--- src/rtl/bmd_pkg.sv ---
package bmd_pkg;
    localparam int PAT_W    = 3;
    localparam int SEL_W    = 2;
    localparam int MODE_NUM = 4;

    typedef enum logic [1:0] {
        MODE_CONV = 2'd0,
        MODE_X66  = 2'd1,
        MODE_X133 = 2'd2,
        MODE_BAD  = 2'd3
    } bus_mode_e;

    typedef struct packed {
        bus_mode_e mode;
        logic      req;
        logic      core_rst_n;
    } bmd_state_t;

    // Bit m set: mode code m is served by supported set s.
    function automatic logic [MODE_NUM-1:0] set_mask(input logic [SEL_W-1:0] s);
        logic [MODE_NUM-1:0] m;
        case (s)
            2'd0:    m = 4'b0011;
            2'd1:    m = 4'b0001;
            2'd2:    m = 4'b0010;
            default: m = 4'b0100;
        endcase
        return m;
    endfunction
endpackage

--- src/rtl/bmd_decode.sv ---
module bmd_decode
    import bmd_pkg::*;
#(
    parameter int W = PAT_W
) (
    input  logic [W-1:0] pat_i,
    output bus_mode_e    mode_o
);
    logic high_set;

    always_comb begin
        high_set = 1'b0;
        for (int i = 2; i < W; i++) begin
            high_set = high_set | pat_i[i];
        end
    end

    always_comb begin
        if (high_set) begin
            mode_o = MODE_BAD;
        end else begin
            case (pat_i[1:0])
                2'b00:   mode_o = MODE_CONV;
                2'b01:   mode_o = MODE_X66;
                2'b10:   mode_o = MODE_X66;
                default: mode_o = MODE_X133;
            endcase
        end
    end
endmodule

--- src/rtl/bmd_support.sv ---
module bmd_support
    import bmd_pkg::*;
#(
    parameter int SW = SEL_W,
    parameter int MN = MODE_NUM
) (
    input  logic [SW-1:0] cap_sel_i,
    input  logic          force_en_i,
    input  logic [SW-1:0] force_sel_i,
    input  bus_mode_e     mode_i,
    output logic          ok_o
);
    logic [SW-1:0] eff_sel;
    logic [MN-1:0] mask;
    logic [MN-1:0] hit;

    assign eff_sel = force_en_i ? force_sel_i : cap_sel_i;
    assign mask    = set_mask(eff_sel);

    for (genvar m = 0; m < MN; m++) begin : g_hit
        assign hit[m] = mask[m] & (mode_i == bus_mode_e'(m));
    end

    assign ok_o = |hit;
endmodule

--- src/rtl/bus_mode_detect.sv ---
module bus_mode_detect
    import bmd_pkg::*;
(
    input  logic             clk,
    input  logic             bus_rst_n,
    input  logic [PAT_W-1:0] mode_pat_i,
    input  logic [SEL_W-1:0] cap_sel_i,
    input  logic             force_en_i,
    input  logic [SEL_W-1:0] force_sel_i,
    output logic [1:0]       mode_o,
    output logic             reload_req_o,
    output logic             core_rst_n_o
);
    bus_mode_e  live_mode;
    logic       live_ok;
    bmd_state_t st_d, st_q;

    bmd_decode #(.W(PAT_W)) u_decode (
        .pat_i  (mode_pat_i),
        .mode_o (live_mode)
    );

    bmd_support #(.SW(SEL_W), .MN(MODE_NUM)) u_support (
        .cap_sel_i   (cap_sel_i),
        .force_en_i  (force_en_i),
        .force_sel_i (force_sel_i),
        .mode_i      (live_mode),
        .ok_o        (live_ok)
    );

    // Capture follows the lines while reset is low, then holds.
    always_comb begin
        st_d = st_q;
        if (!bus_rst_n) begin
            st_d.mode       = live_mode;
            st_d.req        = ~live_ok;
            st_d.core_rst_n = 1'b0;
        end else begin
            st_d.core_rst_n = ~st_q.req;
        end
    end

    always_ff @(posedge clk) begin
        st_q <= st_d;
    end

    assign mode_o       = st_q.mode;
    assign reload_req_o = st_q.req;
    assign core_rst_n_o = st_q.core_rst_n;


    mode_frozen_chk: assert property (@(posedge clk) disable iff (!bus_rst_n)
        $past(bus_rst_n) |-> $stable(mode_o));


    req_frozen_chk: assert property (@(posedge clk) disable iff (!bus_rst_n)
        $past(bus_rst_n) |-> $stable(reload_req_o));


    core_held_chk: assert property (@(posedge clk) disable iff (!bus_rst_n)
        !$past(bus_rst_n) |-> !core_rst_n_o);


    core_vs_req_chk: assert property (@(posedge clk) disable iff (!bus_rst_n)
        $past(bus_rst_n) |-> (core_rst_n_o != reload_req_o));


    bad_mode_req_chk: assert property (@(posedge clk) disable iff (!bus_rst_n)
        $past(bus_rst_n) && (mode_o == 2'd3) |-> reload_req_o);
endmodule

--- config.mk ---
export PLATFORM = sky130hd
export DESIGN_NAME = bus_mode_detect
export DESIGN_NICKNAME = d
export VERILOG_FILES = /design/src/rtl/bmd_pkg.sv /design/src/rtl/bmd_decode.sv /design/src/rtl/bmd_support.sv /design/src/rtl/bus_mode_detect.sv
export SDC_FILE = /design/constraint.sdc
export NUM_CORES = 1
export LEC_CHECK = 0
export ABC_AREA = 0
export BUFFER_PORTS_ARGS = -buffer_cell sky130_fd_sc_hd__buf_2
export CORE_AREA = 2 2 39 41
export CTS_CLUSTER_SIZE = 16
export DETAILED_ROUTE_END_ITERATION = 16
export DIE_AREA = 0 0 41 43
export GPL_TIMING_DRIVEN = 1
export MAX_ROUTING_LAYER = met4
export SYNTH_ARGS = -nofsm -noshare
export SYNTH_HDL_FRONTEND = slang
export SYNTH_SLANG_ARGS = --single-unit
--- constraint.sdc ---
create_clock -name clk -period 1.5 [get_ports clk]
set_input_delay 0.15 -clock clk [delete_from_list [all_inputs] [get_ports clk]]
set_output_delay 0.15 -clock clk [all_outputs]
set_load 0.02 [all_outputs]
Word-level counts from Yosys, hierarchy flattened
Cells that the tools add are included.
- output and inout bits: 4
- input bits: 10
- logic and storage cells: 25
- register bits after elaboration: 4
- reduce and logical (&&, ||, !) cells: 5
- eq/ne operators: 7
- multiplexer cells: 4
- bitwise logic cells: 6
- operator list (kind ; count):
    $pmux 3 s3 ; 1
    $eq 2x2->1 const B ; 4
    $eq 2x1->1 const B ; 3
    $logic_not 2->1 ; 3
    $mux 2 ; 2
    $pmux 2 s2 ; 1
    $reduce_or 4->1 ; 1
    $and 1x1->1 ; 3
    $not 1->1 ; 2
    $reduce_or 2->1 ; 1
    $and 1x1->1 const A ; 1

Longest topological paths before layout
Gate-level depths: netlist of the first run.
- depth after elaboration: 8
- gate-level depth with buffers: 4
- depth with buffers taken out: 4

Hierarchy
A second synthesis of the first run with hierarchy kept.
- cell total of the unflattened synthesis: 15
- area total of the unflattened synthesis: 214.0 um2
- modules (own cells, without submodules) (module ; times used ; area each (um2) ; sequential area each (um2) ; cells an instance):
    bus_mode_detect ; 1 ; 131.4 ; 110.1 ; 7
    bmd_support ; 1 ; 57.6 ; 0.0 ; 5
    bmd_decode ; 1 ; 25.0 ; 0.0 ; 3

Least setup slack after synthesis of the first run
No wires, ideal clock.
- kind: in2reg
- from: in force_en_i
- to: reg st_q, in the netlist reload_req_o, data pin
- required time: 1.239 ns
- path buffers: 0
- library setup time: 0.261 ns
- arrival: 0.989 ns
- setup slack: 0.251 ns
- cell stages on the path: 3
- cells stage by stage: mux2_4 > or4b_1 > o311a_1
- cells in the longest elaborated chain, start to end: 6
- RTL lines (what ; RTL line ; RTL):
    start, declared ; bus_mode_detect.sv:8 ; input logic force_en_i,
    $mux 2 * ; bmd_support.sv:17 ; assign eff_sel = force_en_i ? force_sel_i : cap_sel_i;
    $eq 2x2->1, or another cell as far along ; bmd_pkg.sv:22 ; case (s)
    $pmux 3 s3 * ; bmd_pkg.sv:22 ;
    $and 1x1->1 ; bmd_support.sv:21 ; assign hit[m] = mask[m] & (mode_i == bus_mode_e'(m));
    $reduce_or 4->1 * ; bmd_support.sv:24 ; assign ok_o = |hit;
    $not 1->1 * ; bus_mode_detect.sv:36 ; st_d.req = ~live_ok;
    end signal, assigned ; bus_mode_detect.sv:44 ; st_q <= st_d;
    end, declared ; bus_mode_detect.sv:16 ; bmd_state_t st_d, st_q;
Mark *: on every way between the ends. The rest lies on a longest branch, timed or not.
A chain may end at the register's enable or synchronous reset.

Worst setup path in the final report of the first run
Ends and elaborated chain as after synthesis.

==> Implementation_results.wiki, run 1 <==
{| class="wikitable"
! Metric !! Value
|-
| Pins Over Slew Limit || 0
|-
| Number of sinks driven by the clock tree || 4
|-
| Result of the run || finished, final reports clean
|-
| Avg Inst Size Synth || 13.1 um^2
|-
| Maximum fanout along the worst path || 2
|-
| Nets in the synthesized netlist || 26
|-
| Clock tree from TritonCTS || yes
|-
| Fmax achieved || 0.842 GHz
|-
| Htree depth || 1
|-
| Inserted Clock Buffers || 3
|-
| Smallest hold slack || 0.195 ns
|-
| Element type at the critical path end || flip-flop
|-
| Post-route DRC violation count || 0
|-
| Sum of negative setup slack || 0 ns
|-
| Count of nets after finishing || 44
|-
| CTS root buf || clkbuf_4
|-
| Via count of the first global-routing pass || 172
|-
| Std cell rows || 14
|-
| Leading cell type in the layout, fill and taps excluded || buf_2
|-
| Startpoint class of the critical path || input pin
|-
| Overall via count from detail_route || 175
|-
| Post-layout minimum cycle time || roughly 1.2 ns
|-
| Critical Path, Cell by Cell || buf_2 -> mux2_4 -> or4b_1 -> o311a_1
|-
| Maximum capacitance violations || 0
|-
| Worst vdd ir || between 200 and 250 uV
|-
| Most area-hungry cell type in the Yosys netlist || edfxtp_1
|-
| Setup Fix Bufs, Post-CTS || 0
|-
| Crit path max-delay cell type || or4b_1
|-
| Ant diodes || 0
|-
| Hold buffer count at CTS || 0
|-
| Overall die height || 43 um
|-
| Syn Std Cell Area || 196 um^2
|-
| ANT nets after route || 0
|-
| Die area || about 1800 um^2
|-
| Number of setup violations in the final report || 0
|-
| Layout Skew || 0.0000139 ns
|-
| Fraction of synthesized cell area taken by the top area cell type || 45.9%
|-
| IO Pins || 14
|-
| Global Route Usage Sum || under 10%
|-
| CTS clk-pin slew, worst paths || 0.04 ns
|-
| Grt total ovfl || 0
|-
| Layout Cells excl Fill || 48
|-
| Post-placement cell count || 44
|-
| Placer Congestion || 0.722
|-
| Type of the worst setup path || input pin to flip-flop
|-
| DR WL met2 || 132 um
|-
| Data arrival at the endpoint of the critical path || roughly 1.2 ns
|-
| Number of antenna violations at the first check in global routing || 0
|-
| Share of final-layout standard cells stronger than drive strength 1 || 59.4%
|-
| Worst Hold Class || input pin to flip-flop
|-
| Worst-margin pin slew || approximately 0.15 ns
|-
| Required time of the worst setup path || 1.48 ns
|-
| Met1 wire length || ~240 um
|-
| Die boundary width || 41 um
|-
| Largest cells by area after synthesis || edfxtp_1 (46%), dfxtp_1 (10%), mux2_4 (7.6%)
|-
| Cell count after synthesis || 15
|-
| Fin. Hold Viols || 0
|-
| Yosys warning count || 0
|-
| Worst Slack Setup Final || 0.312 ns
|-
| Pin count of the biggest net entering global routing || 5
|-
| Floorplan core area || 1380 um^2
|-
| Flip-flop and latch count after synthesis || 4
|-
| Quantity of gates resized following cts || 0
|-
| Number of buffers between clock root and the deepest sink || 2
|-
| Starting DRC count in detailed routing || 2
|-
| Yosys cell types || 11
|-
| Normalized max-slew margin || 90.2%
|-
| Setup slack at placement || 0.0785 ns
|-
| Vias/cell || 3.65
|-
| Commonest cells after routing, fill and taps aside || buf_2 (13), clkbuf_4 (3), edfxtp_1 (3)
|-
| Area growth from synthesis to layout || 56.7%
|-
| Static Leak || roughly 0.15 nW
|-
| Share of the clock period used by the worst path after layout || between 70% and 80%
|-
| Setup repair after global routing missed its margin || no
|-
| Wire length per cell || 9.79 um
|-
| Clock latency of the later-clocked register in the worst-skew pair || 0.24 ns
|-
| Wire length of the first global-routing pass || 683 um
|-
| Pwr/cell area || 1120 nW/um^2
|-
| Detailed-route wire length || 470 um
|-
| Starting utilization of the core area || about 14%
|-
| Highest metal layer used by the detailed router || met3
|-
| Stage delay of the slowest cell on the critical path || 0.47 ns
|-
| Number of buffers added on ports || 13
|-
| Fraction of the yosys area taken by sequential cells || 56.1%
|-
| Met3 Wirelength || 99 um
|-
| Number of search-and-repair iterations in the first detailed-routing pass || 2
|}
[synthesized netlist by cell type (all sizes together)]
cell,n
dfxtp,1
edfxtp,3
ha,1
inv,2
mux2,2
nand4,1
nor2,2
o311a,1
or2,1
or4b,1
[state kept, by name, indices dropped and copies added, names as in the netlist]
name / count
reload_req_o: 1
core_rst_n_o: 1
mode_o: 2
[path summary, 6_finish.rpt]
check	startpoint	endpoint	slack, ns	cells past startpoint
max	force_en_i	reload_req_o	0.31	4
min	bus_rst_n	core_rst_n_o	0.19	3
max reg2reg	reload_req_o	core_rst_n_o	0.95	1
min reg2reg	reload_req_o	core_rst_n_o	0.44	1
[cell families (layout without fill, tap and decap cells)]
family	count (synthesis)	in the layout	synth area share (%)
AO/OA/AOI/OAI	1	1	5.10
AND/OR/NAND/NOR	5	5	15.3
flip-flops	4	4	56.1
multiplexers	2	2	13.4
adder cells (fa/ha/maj)	1	1	6.37
buffers and inverters	2	19	3.82
[stage by stage]
step / utilization, % / area (um^2) / power [mW]
after floorplan: - / 196 / 0.168
after global placement: 20.3 / 282 / 0.193
after detailed placement: 20.3 / 282 / 0.194
after CTS: 22.2 / 308 / 0.353
after global routing: 22.2 / 308 / 0.367
final: 22.2 / 308 / 0.345
[layer usage]
layer	global-route usage [%]	vias to the layer above
li1	-	89
met1	8.77	68
met2	5.94	18
met3	9.42	0
met4	4.00	0
met5	-	-
[report_power, final]
group	internal [mW]	switching, mW
logic	0.0271	0.0311
registers	0.131	0.00279
clock network	0.100	0.0524
[critical path, delay by kind of cell]
kind                   cells  cell delay (ns)
and+or+nand+nor            1             0.47
muxes                      1             0.30
buffers and inverters      1             0.12
AOI/OAI and AO/OA          1             0.12
[final cells by class]
type	count	area, um^2
fill	152	1080
sequential	4	110
multi-input combinational	9	78.8
timing repair buffer	13	65.1
clock buffer	4	26.3
tap	16	20.0
inverter	2	7.51
No activity file was read; power rests on OpenSTA's default activity.
==> run 2: changes to the inputs <==
- ABC_AREA: 0 -> 1
- clock period: 1.5 -> 1 ns (I/O delays scaled with it)
==> Implementation_results.wiki, run 2 <==
{| class="wikitable"
! Metric !! Value
|-
| Result of the run || finished, final reports clean
|-
| Commonest cells after routing, fill and taps aside || nand2_1 (18), buf_2 (13), inv_1 (8)
|-
| Hold buffer count at CTS || 0
|-
| Cell area after layout || 359 um^2
|-
| Cell count after synthesis || 38
|-
| Syn Std Cell Area || around 250 um^2
|-
| Storage cell area || 110 um^2
|-
| Stage delay of the slowest cell on the critical path || 0.37 ns
|-
| Leading cell type in the layout, fill and taps excluded || nand2_1
|-
| Die boundary width || 41 um
|-
| Htree depth || 1
|-
| Pin count of the biggest net entering global routing || 6
|-
| Placer Congestion || 0.576
|-
| Quantity of gates resized following cts || 0
|-
| Starting utilization of the core area || 17.9%
|-
| Sum of negative setup slack || 0 ns
|-
| Worst vdd ir || 311 uV
|-
| Type of the worst setup path || flip-flop to primary output
|-
| Commonest cells in the synthesized netlist || nand2_1 (18), inv_1 (8), nor2_1 (5), edfxtp_1 (3)
|-
| Nets in the synthesized netlist || 49
|-
| Cell area after placement || 333 um^2
|-
| Startpoint class of the critical path || flip-flop
|-
| Worst Hold Class || input pin to flip-flop
|-
| Wire length of the first global-routing pass || ~680 um
|-
| Flip-flop and latch count after synthesis || 4
|-
| Floorplan core area || 1380 um^2
|-
| Largest cells by area after synthesis || edfxtp_1 (36%), nand2_1 (27%), inv_1 (12%)
|-
| Yosys warning count || 0
|-
| Post-route DRC violation count || 0
|-
| Area growth from synthesis to layout || 44.9%
|-
| Fmax achieved || roughly 1.1 GHz
|-
| Min-delay src || bus_rst_n
|-
| Overall die height || 43 um
|-
| Maximum capacitance violations || 0
|-
| Die area || 1760 um^2
|-
| Required time of the worst setup path || about 0.9 ns
|-
| Number of buffers between clock root and the deepest sink || 2
|-
| Worst-margin pin slew || 0.143 ns
|-
| Layout Skew || 0.0000106 ns
|-
| Maximum fanout along the worst path || 2
|-
| Static Leak || 0.217 nW
|-
| Most area-hungry cell type in the Yosys netlist || edfxtp_1
|-
| Avg Inst Size Synth || 6.52 um^2
|-
| Number of antenna violations at the first check in global routing || 0
|-
| CTS clk-pin slew, worst paths || 0.04 ns
|-
| Ant diodes || 0
|-
| HPWL after DPL || 359 um
|-
| Flip-flop count of the largest register, all copies and words added || 2
|-
| Global Route Usage Sum || 6.28%
|-
| Number of fillers in the final layout || 161
|-
| Setup repair after global routing missed its margin || no
|-
| Yosys cell types || 8
|-
| Count of nets after finishing || 67
|-
| Cell class contributing the biggest share of worst-path delay || flip-flops
|-
| Buffers plus inverters on the worst setup path || 1
|-
| Grt total ovfl || 0
|-
| Number of buffers added on ports || 13
|-
| Fraction of the yosys area taken by sequential cells || 44.4%
|-
| Vias/cell || 3.46
|-
| Most used DFF post-synth || edfxtp_1
|-
| Element type at the critical path end || primary output
|-
| Detailed-route wire length || approximately 440 um
|-
| Clock latency of the later-clocked register in the worst-skew pair || around 0.23 ns
|-
| Overall via count from detail_route || 246
|-
| CTS root buf || clkbuf_4
|-
| Asr flop ratio synth || 0%
|-
| Number of stages on the worst hold path || 3
|-
| Std cell rows || 14
|-
| Inserted Clock Buffers || 3
|-
| Number of search-and-repair iterations in the first detailed-routing pass || 4
|-
| ANT nets after route || 0
|-
| Via count of the first global-routing pass || around 180
|-
| Pwr/cell area || approximately 1500 nW/um^2
|-
| IO Pins || 14
|-
| Share of final-layout standard cells stronger than drive strength 1 || between 30 and 40%
|-
| Share of the clock period used by the worst path after layout || 87.6%
|-
| Multi-input gate area in the final layout || 104 um^2
|-
| Wire length per cell || 6.18 um
|-
| Number of sinks driven by the clock tree || 4
|-
| Post-layout minimum cycle time || between 0.8 and 0.9 ns
|-
| Critical register-to-register path endpoint || core_rst_n_o
|-
| Final core occ || 25.9%
|-
| Clock tree from TritonCTS || yes
|-
| Data arrival at the endpoint of the critical path || 0.78 ns
|-
| Setup Fix Bufs, Post-CTS || 0
|-
| Pins Over Slew Limit || 0
|-
| Hold-critical path endpoint || core_rst_n_o
|-
| Normalized max-slew margin || 90.5%
|-
| Fin. Hold Viols || 0
|-
| Starting DRC count in detailed routing || 4
|-
| Power after layout || 0.521 mW
|-
| Worst-case register-to-register setup slack || 0.47 ns
|-
| Number of synthesized flops with an enable pin || 3
|-
| Number of setup violations in the final report || 0
|-
| Crit path max-delay cell type || edfxtp_1
|-
| Fraction of synthesized cell area taken by the top area cell type || 36.4%
|-
| Critical Path, Cell by Cell || buf_2
|-
| Number of cells on the worst reg-to-reg path || 1
|-
| Beginning of the worst register-to-register path || reload_req_o
|-
| Count leader, synth || nand2_1
|}
run 2: kinds of logic (layout without fill, tap and decap cells):
logic type,count (synthesis),after routing,share of synthesized area (%)
adder cells (fa/ha/maj),1,1,5.05
buffers and inverters,9,26,13.6
flip-flops,4,4,44.4
AND/OR/NAND/NOR,24,24,36.9
run 2: worst min-delay path, cell delays in order:
cell and delay, ns:
buf_2 0.07, inv_1 0.07, nor2_1 0.08
run 2: metal layers:
layer | vias up | routed length (um) | track usage, % | share of wire, %
met5 | - | 0 | - | 0
met1 | 90 | 209 | 7.07 | 48
li1 | 144 | - | - | -
met4 | 0 | 0 | 8.00 | 0
met3 | 0 | 57 | 1.57 | 13
met2 | 12 | 172 | 7.50 | 39
run 2: power by group:
group / internal (mW) / switching [mW] / total (mW)
clock: 0.150 / 0.0732 / 0.223
sequential: 0.196 / 0.00330 / 0.199
combinational: 0.0386 / 0.0596 / 0.0982
total: 0.385 / 0.136 / 0.521
run 2: worst max-delay path by stage:
stage | start | endpoint | slack (ns) | depth (start not counted)
final | reload_req_o | reload_req_o | 0.12 | 1
after CTS | reload_req_o | reload_req_o | 0.11 | 1
after global placement | mode_pat_i[0] | reload_req_o | -0.10 | 8
after global routing | mode_pat_i[0] | reload_req_o | 0.05 | 8
after floorplan | mode_pat_i[0] | reload_req_o | 0.05 | 7
after detailed placement | mode_pat_i[0] | reload_req_o | -0.11 | 8
run 2: stage by stage:
| stage | hold slack (ns) | setup WS [ns] | cells |
|---|---|---|---|
| floorplan | 0.261 | 0.0538 | 38 |
| global placement | 0.364 | -0.105 | 67 |
| detailed placement | 0.379 | -0.114 | 67 |
| CTS | 0.128 | 0.108 | 71 |
| global route | 0.151 | 0.0549 | 71 |
| finish | 0.129 | 0.124 | 71 |
run 2: area by class of cell:
cell class              count  area share, %
well taps                  16           5.57
multi-input cells          25           28.9
clock buffers               4           7.32
flip-flops and latches      4           30.7
inverters                   9           9.41
repair buffers             13           18.1
